<file path="config.mk">
export PLATFORM = sky130hd
export DESIGN_NAME = dbg_read_seq
export DESIGN_NICKNAME = d
export VERILOG_FILES = /design/src/rtl/dbg_read_pkg.sv /design/src/rtl/dbg_cmd_shift.sv /design/src/rtl/dbg_gap_timer.sv /design/src/rtl/dbg_lane_pick.sv /design/src/rtl/dbg_read_seq.sv
export SDC_FILE = /design/constraint.sdc
export NUM_CORES = 1
export LEC_CHECK = 0
export CORE_UTILIZATION = 52
export DETAILED_ROUTE_END_ITERATION = 10
export PLACE_DENSITY_LB_ADDON = 0.2
export SETUP_SLACK_MARGIN = 0.3
export SYNTH_ARGS = -nofsm -noshare
export SYNTH_HDL_FRONTEND = slang
export SYNTH_SLANG_ARGS = --single-unit
</file>
<file path="constraint.sdc">
create_clock -name clk -period 2.35 [get_ports clk]
set_clock_uncertainty 0.2 [all_clocks]
set_input_delay 0.235 -clock clk [delete_from_list [all_inputs] [get_ports clk]]
set_output_delay 0.235 -clock clk [all_outputs]
set_load 0.02 [all_outputs]
</file>
<file path="src/rtl/dbg_read_pkg.sv">
package dbg_read_pkg;
    localparam int OP_W = 8;
    localparam logic [OP_W-1:0] OPC_RD_BYTE = 8'hE0;
    localparam logic [OP_W-1:0] OPC_RD_WORD = 8'hE8;

    typedef enum logic [3:0] {
        S_OPC, S_ADDR, S_DECODE, S_BUS, S_CAPT,
        S_WAIT, S_LOW, S_SPEED, S_SEND
    } seq_state_t;
endpackage

</file>
<file path="src/rtl/dbg_cmd_shift.sv">
module dbg_cmd_shift #(
    parameter int TOTAL_W = 24,
    localparam int CW = $clog2(TOTAL_W + 1)
) (
    input  logic               clk,
    input  logic               rst,
    input  logic               en,
    input  logic               clr,
    input  logic               bit_valid,
    input  logic               bit_data,
    output logic [TOTAL_W-1:0] shreg,
    output logic [CW-1:0]      count
);
    always_ff @(posedge clk) begin
        if (rst || clr) begin
            shreg <= '0;
            count <= '0;
        end else if (en && bit_valid && count < CW'(TOTAL_W)) begin
            shreg <= {shreg[TOTAL_W-2:0], bit_data};
            count <= count + 1'b1;
        end
    end

    assert_cnt_bound_R2: assert property (@(posedge clk) disable iff (rst)
        count <= CW'(TOTAL_W));
endmodule

</file>
<file path="src/rtl/dbg_gap_timer.sv">
module dbg_gap_timer #(
    parameter int GAP_MIN = 32,
    localparam int GW = $clog2(GAP_MIN + 1)
) (
    input  logic          clk,
    input  logic          rst,
    input  logic          bit_valid,
    output logic [GW-1:0] gap_cnt
);
    // gap_cnt equals the number of cycles since the latest host bit, saturating
    always_ff @(posedge clk) begin
        if (rst)
            gap_cnt <= '0;
        else if (bit_valid)
            gap_cnt <= GW'(1);
        else if (gap_cnt < GW'(GAP_MIN))
            gap_cnt <= gap_cnt + 1'b1;
    end
endmodule

</file>
<file path="src/rtl/dbg_lane_pick.sv">
module dbg_lane_pick #(
    parameter int DATA_W = 16,
    localparam int LANE = DATA_W / 2
) (
    input  logic              is_word,
    input  logic              addr_lsb,
    input  logic [DATA_W-1:0] rdata,
    output logic [DATA_W-1:0] word
);
    always_comb begin
        if (is_word)
            word = rdata;
        else if (addr_lsb)
            word = {{LANE{1'b0}}, rdata[LANE-1:0]};
        else
            word = {rdata[DATA_W-1:LANE], {LANE{1'b0}}};
    end
endmodule

</file>
<file path="src/rtl/dbg_read_seq.sv">
module dbg_read_seq
    import dbg_read_pkg::*;
#(
    parameter int ADDR_W  = 16,
    parameter int DATA_W  = 16,
    parameter int ACK_LEN = 16,
    parameter int GAP_MIN = 32
) (
    input  logic              clk,
    input  logic              rst,
    input  logic              bit_valid,
    input  logic              bit_data,
    input  logic              cpu_sleep,
    output logic              bus_req,
    output logic [ADDR_W-1:0] bus_addr,
    input  logic              bus_gnt,
    input  logic [DATA_W-1:0] bus_rdata,
    output logic              pin_oe,
    output logic              pin_out,
    output logic              tx_valid,
    output logic [DATA_W-1:0] tx_word,
    input  logic              tx_done
);
    localparam int TOTAL_W = OP_W + ADDR_W;
    localparam int CW      = $clog2(TOTAL_W + 1);
    localparam int GW      = $clog2(GAP_MIN + 1);
    localparam int LW      = $clog2(ACK_LEN);

    seq_state_t        state, state_nx;
    logic [TOTAL_W-1:0] shreg;
    logic [CW-1:0]      count;
    logic [GW-1:0]      gap_cnt;
    logic [ADDR_W-1:0]  addr_q;
    logic [DATA_W-1:0]  word_q, picked;
    logic [LW-1:0]      lcnt;
    logic               word_op;
    logic               shift_en, shift_clr;
    logic               is_read, op_seen, addr_seen, gap_ok, ack_low;

    dbg_cmd_shift #(.TOTAL_W(TOTAL_W)) u_shift (
        .clk(clk), .rst(rst), .en(shift_en), .clr(shift_clr),
        .bit_valid(bit_valid), .bit_data(bit_data),
        .shreg(shreg), .count(count)
    );

    dbg_gap_timer #(.GAP_MIN(GAP_MIN)) u_gap (
        .clk(clk), .rst(rst), .bit_valid(bit_valid), .gap_cnt(gap_cnt)
    );

    dbg_lane_pick #(.DATA_W(DATA_W)) u_lane (
        .is_word(word_op), .addr_lsb(addr_q[0]),
        .rdata(bus_rdata), .word(picked)
    );

    assign is_read   = (shreg[OP_W-1:0] == OPC_RD_BYTE) ||
                       (shreg[OP_W-1:0] == OPC_RD_WORD);
    assign op_seen   = (state == S_OPC)  && (count == CW'(OP_W));
    assign addr_seen = (state == S_ADDR) && (count == CW'(TOTAL_W));
    assign gap_ok    = gap_cnt >= GW'(GAP_MIN - 1);

    // state register and datapath registers
    always_ff @(posedge clk) begin
        if (rst) begin
            state   <= S_OPC;
            addr_q  <= '0;
            word_q  <= '0;
            word_op <= 1'b0;
            lcnt    <= '0;
        end else begin
            state <= state_nx;
            if (addr_seen) begin
                addr_q  <= shreg[ADDR_W-1:0];
                word_op <= (shreg[TOTAL_W-1 -: OP_W] == OPC_RD_WORD);
            end
            if (state == S_CAPT)
                word_q <= picked;
            lcnt <= (state == S_LOW) ? lcnt + 1'b1 : '0;
        end
    end

    // next state
    always_comb begin
        state_nx = state;
        unique case (state)
            S_OPC:    if (op_seen) state_nx = is_read ? S_ADDR : S_OPC;
            S_ADDR:   if (cpu_sleep) state_nx = S_OPC;
                      else if (addr_seen) state_nx = S_DECODE;
            S_DECODE: state_nx = cpu_sleep ? S_OPC : S_BUS;
            S_BUS:    if (cpu_sleep) state_nx = S_OPC;
                      else if (bus_gnt) state_nx = S_CAPT;
            S_CAPT:   state_nx = S_WAIT;
            S_WAIT:   if (gap_ok) state_nx = S_LOW;
            S_LOW:    if (lcnt == LW'(ACK_LEN - 1)) state_nx = S_SPEED;
            S_SPEED:  state_nx = S_SEND;
            S_SEND:   if (tx_done) state_nx = S_OPC;
            default:  state_nx = S_OPC;
        endcase
    end

    // outputs
    always_comb begin
        bus_req   = (state == S_BUS);
        bus_addr  = addr_q;
        pin_oe    = (state == S_LOW) || (state == S_SPEED);
        pin_out   = (state == S_SPEED);
        tx_valid  = (state == S_SEND);
        tx_word   = word_q;
        shift_en  = ((state == S_OPC) && (count < CW'(OP_W))) || (state == S_ADDR);
        shift_clr = !((state == S_OPC) || (state == S_ADDR)) ||
                    (op_seen && !is_read) || ((state == S_ADDR) && cpu_sleep);
        ack_low   = pin_oe && !pin_out;
    end

    assert_req_hold_R4: assert property (@(posedge clk) disable iff (rst)
        bus_req && !bus_gnt && !cpu_sleep |=> bus_req);
    assert_req_drop_R4: assert property (@(posedge clk) disable iff (rst)
        bus_req && bus_gnt |=> !bus_req);
    assert_sleep_abort_R10: assert property (@(posedge clk) disable iff (rst)
        bus_req && cpu_sleep |=> !bus_req && !pin_oe);
    assert_ack_gap_R6: assert property (@(posedge clk) disable iff (rst)
        $rose(pin_oe) |-> gap_cnt >= GW'(GAP_MIN));
    assert_low_to_speed_R7: assert property (@(posedge clk) disable iff (rst)
        $fell(ack_low) |-> pin_oe && pin_out);
    assert_speed_release_R7: assert property (@(posedge clk) disable iff (rst)
        pin_oe && pin_out |=> !pin_oe && tx_valid);
    assert_tx_hold_R9: assert property (@(posedge clk) disable iff (rst)
        tx_valid && !tx_done |=> tx_valid && $stable(tx_word));
endmodule

</file>
==> impl_metrics.tcl <==
set metrics [dict create \
    ant_nets 0 \
    yosys_warnings 0 \
    avgSynthCellArea_um2 9.42 \
    dr.pass1.iters 4 \
    worst-setup-path-type "flip-flop to primary output" \
    dpl.cell_count 454 \
    h-tree-depth 3 \
    diodes 0 \
    grt_remaining_overflow 0 \
    rsz0062_at_grt "no" \
    synthArstFlopShare_pct 0 \
    grt_pass1_vias 2253 \
    setup_ws_ns 0.341 \
    die-width_um 80.0 \
    nFillCells 474 \
    numCtsBuffers 9 \
    ys_ff_latch 76 \
    coreArea_um2 5890 \
    p_leak_nw 1.70 \
    p_per_area_nw_per_um2 621 \
    cts_tree "built" \
    synth_largest_area_cell "dfxtp_1" \
    synth_cell_type_count 52 \
    clk_latency_ns 0.34 \
    hold_class "flip-flop to flip-flop" \
    synth_area_um2 3160 \
    synthMostInstantiatedCell "dfxtp_1" \
    synth_ff_type "dfxtp_1" \
    cp.arrival_ns 1.57 \
    synth_cells 336 \
    routedWlPerCell_um 14.0 \
    max-vdd-ir-drop_uv 401 \
    fmax_ghz 0.498 \
    clk_pin_slew_worst_paths_ns 0.08 \
    drt_iter0_markers 116 \
    worstMarginPinSlew_ns 0.685 \
    synth_edf_count 0 \
    relSlewSlack_pct 54.2 \
    fin_cells 474 \
    postCtsHoldBufs 0 \
    setup_viol 0 \
    netlist.area_leader.share_pct 48.1 \
    status "complete, no violations" \
    io_buffer_count 58 \
    period_share_pct 85.5 \
    hold_viol 0 \
    ys_seq_area_share_pct 48.1 \
    grt_start_max_net_pins 33 \
    avgViaCountPerCell 5.38 \
    cts_buffer_depth 2 \
    fin_tns_setup_ns 0 \
    cp_max_fo 9 \
    drc 0 \
    holdWs_ns 0.245 \
    wl_um 6620 \
    place_ws_ns 0.0482 \
    die-area_um2 6400 \
    grt_first_pass_wirelength_um 10400 \
    start_util_pct 53.8 \
    cp-start-kind "flip-flop" \
    drive_above_1_share_pct 11.3 \
    area_growth_pct 29.9 \
    antenna_found_initial 0 \
    endpoint_kind "primary output" \
    synthTopCellsByCount "dfxtp_1 (76), nor2_1 (55), mux2i_1 (43)" \
    syn_nets 363 \
    max_cap_viol_count 0 \
    placed_area_um2 3800 \
    finalInstanceArea_um2 4110 \
    rows 28 \
    die_h_um 80.0 \
    yosys-top-cells-area "dfxtp_1 (48%), mux2i_1 (14%), nor2_1 (6.5%)" \
    period_minus_slack_ns 2.01 \
    cp.required_ns 1.91 \
    gp_congestion 0.788 \
    grt_usage_pct 20.9 \
    finalMaxSlewViolations 0 \
    ioPinCount 59 \
    cts_sinks 76 \
    clock-root-buffer "clkbuf_8" \
    nets 421 \
    dp_hpwl_um 4320 \
    vias 2549 \
]
## critical path: stages, from the launching register on
cell	delay, ns
dfxtp_2	0.39
buf_4	0.18
nor4b_2	0.30
clkdlybuf4s15_1	0.36
## worst paths after layout
kind / cells past startpoint / start / slack (ns) / to
worst min register to register: 1 / lcnt[0]$_SDFF_PP0_ / 0.25 / lcnt[0]$_SDFF_PP0_
worst max-delay path: 3 / state[2]$_SDFFE_PP0P_ / 0.34 / tx_valid
worst max register to register: 6 / u_shift.shreg[4]$_SDFFE_PP0P_ / 0.36 / u_shift.count[3]$_SDFFE_PP0P_
worst min-delay path: 1 / lcnt[0]$_SDFF_PP0_ / 0.25 / lcnt[0]$_SDFF_PP0_
## cell families after synthesis
group	after synthesis	share of synthesized area, %
AO/OA/AOI/OAI	37	7.63
flip-flops	76	48.1
multiplexers	43	13.6
AND/OR/NAND/NOR	139	22.3
buffers and inverters	29	4.59
XOR/XNOR	8	2.21
adder cells (fa/ha/maj)	4	1.58
## placed cells by master (no fill, tap or decap), types with 7 or more instances in the layout
| cell | Yosys | final |
|---|---|---|
| nand3_1 | 20 | 20 |
| nand2_1 | 20 | 20 |
| nor2_1 | 55 | 55 |
| buf_4 | 2 | 8 |
| a21oi_1 | 19 | 19 |
| clkbuf_8 | 0 | 11 |
| clkdlybuf4s50_1 | 0 | 54 |
| mux2i_1 | 43 | 43 |
| dfxtp_1 | 76 | 73 |
| nor3_1 | 7 | 7 |
## registers in the layout, indices dropped and copies added (netlist names)
register	count
word_op	1
u_shift.count	5
state	4
u_shift.shreg	24
u_gap.gap_cnt	6
bus_addr	16
lcnt	4
tx_word	16
## layer usage
layer / vias up / routed length, um / global-route usage [%] / part of all wire (%)
li1: 1281 / - / - / -
met4: 0 / 106 / 9.11 / 1.6
met3: 10 / 292 / 4.11 / 4.4
met2: 56 / 3010 / 32.6 / 46
met5: - / 0 / 0 / 0
met1: 1202 / 3210 / 27.9 / 48
## through the flow
step	util (%)	power [mW]
2_1_floorplan	-	1.39
3_3_place_gp	64.6	1.44
3_5_place_dp	64.6	1.45
4_1_cts	68.7	2.58
5_1_grt	69.8	2.64
6_report	69.8	2.55
## repair_timing
| item | CTS | global route |
|---|---|---|
| endpoints found under the setup margin | 33 | 40 |
| cloned | 0 | 2 |
| gates resized for setup | 7 | 8 |
| pin swaps | 0 | 1 |
| setup buffers | 0 | 2 |
## where the power goes
group | total (mW) | internal [mW] | switching (mW)
Combinational | 0.119 | 0.0621 | 0.0566
Clock | 1.13 | 0.660 | 0.470
Sequential | 1.30 | 1.29 | 0.00887
## final cells by class
class	count	area (um^2)	area share, %
clock inverter	5	82.6	2.01
inverter	5	18.8	0.457
timing repair buffer	69	683	16.6
tap	75	93.8	2.28
multi-input combinational	233	1560	37.8
sequential	76	1530	37.1
clock buffer	11	151	3.68
No activity file was read; power rests on OpenSTA's default activity.
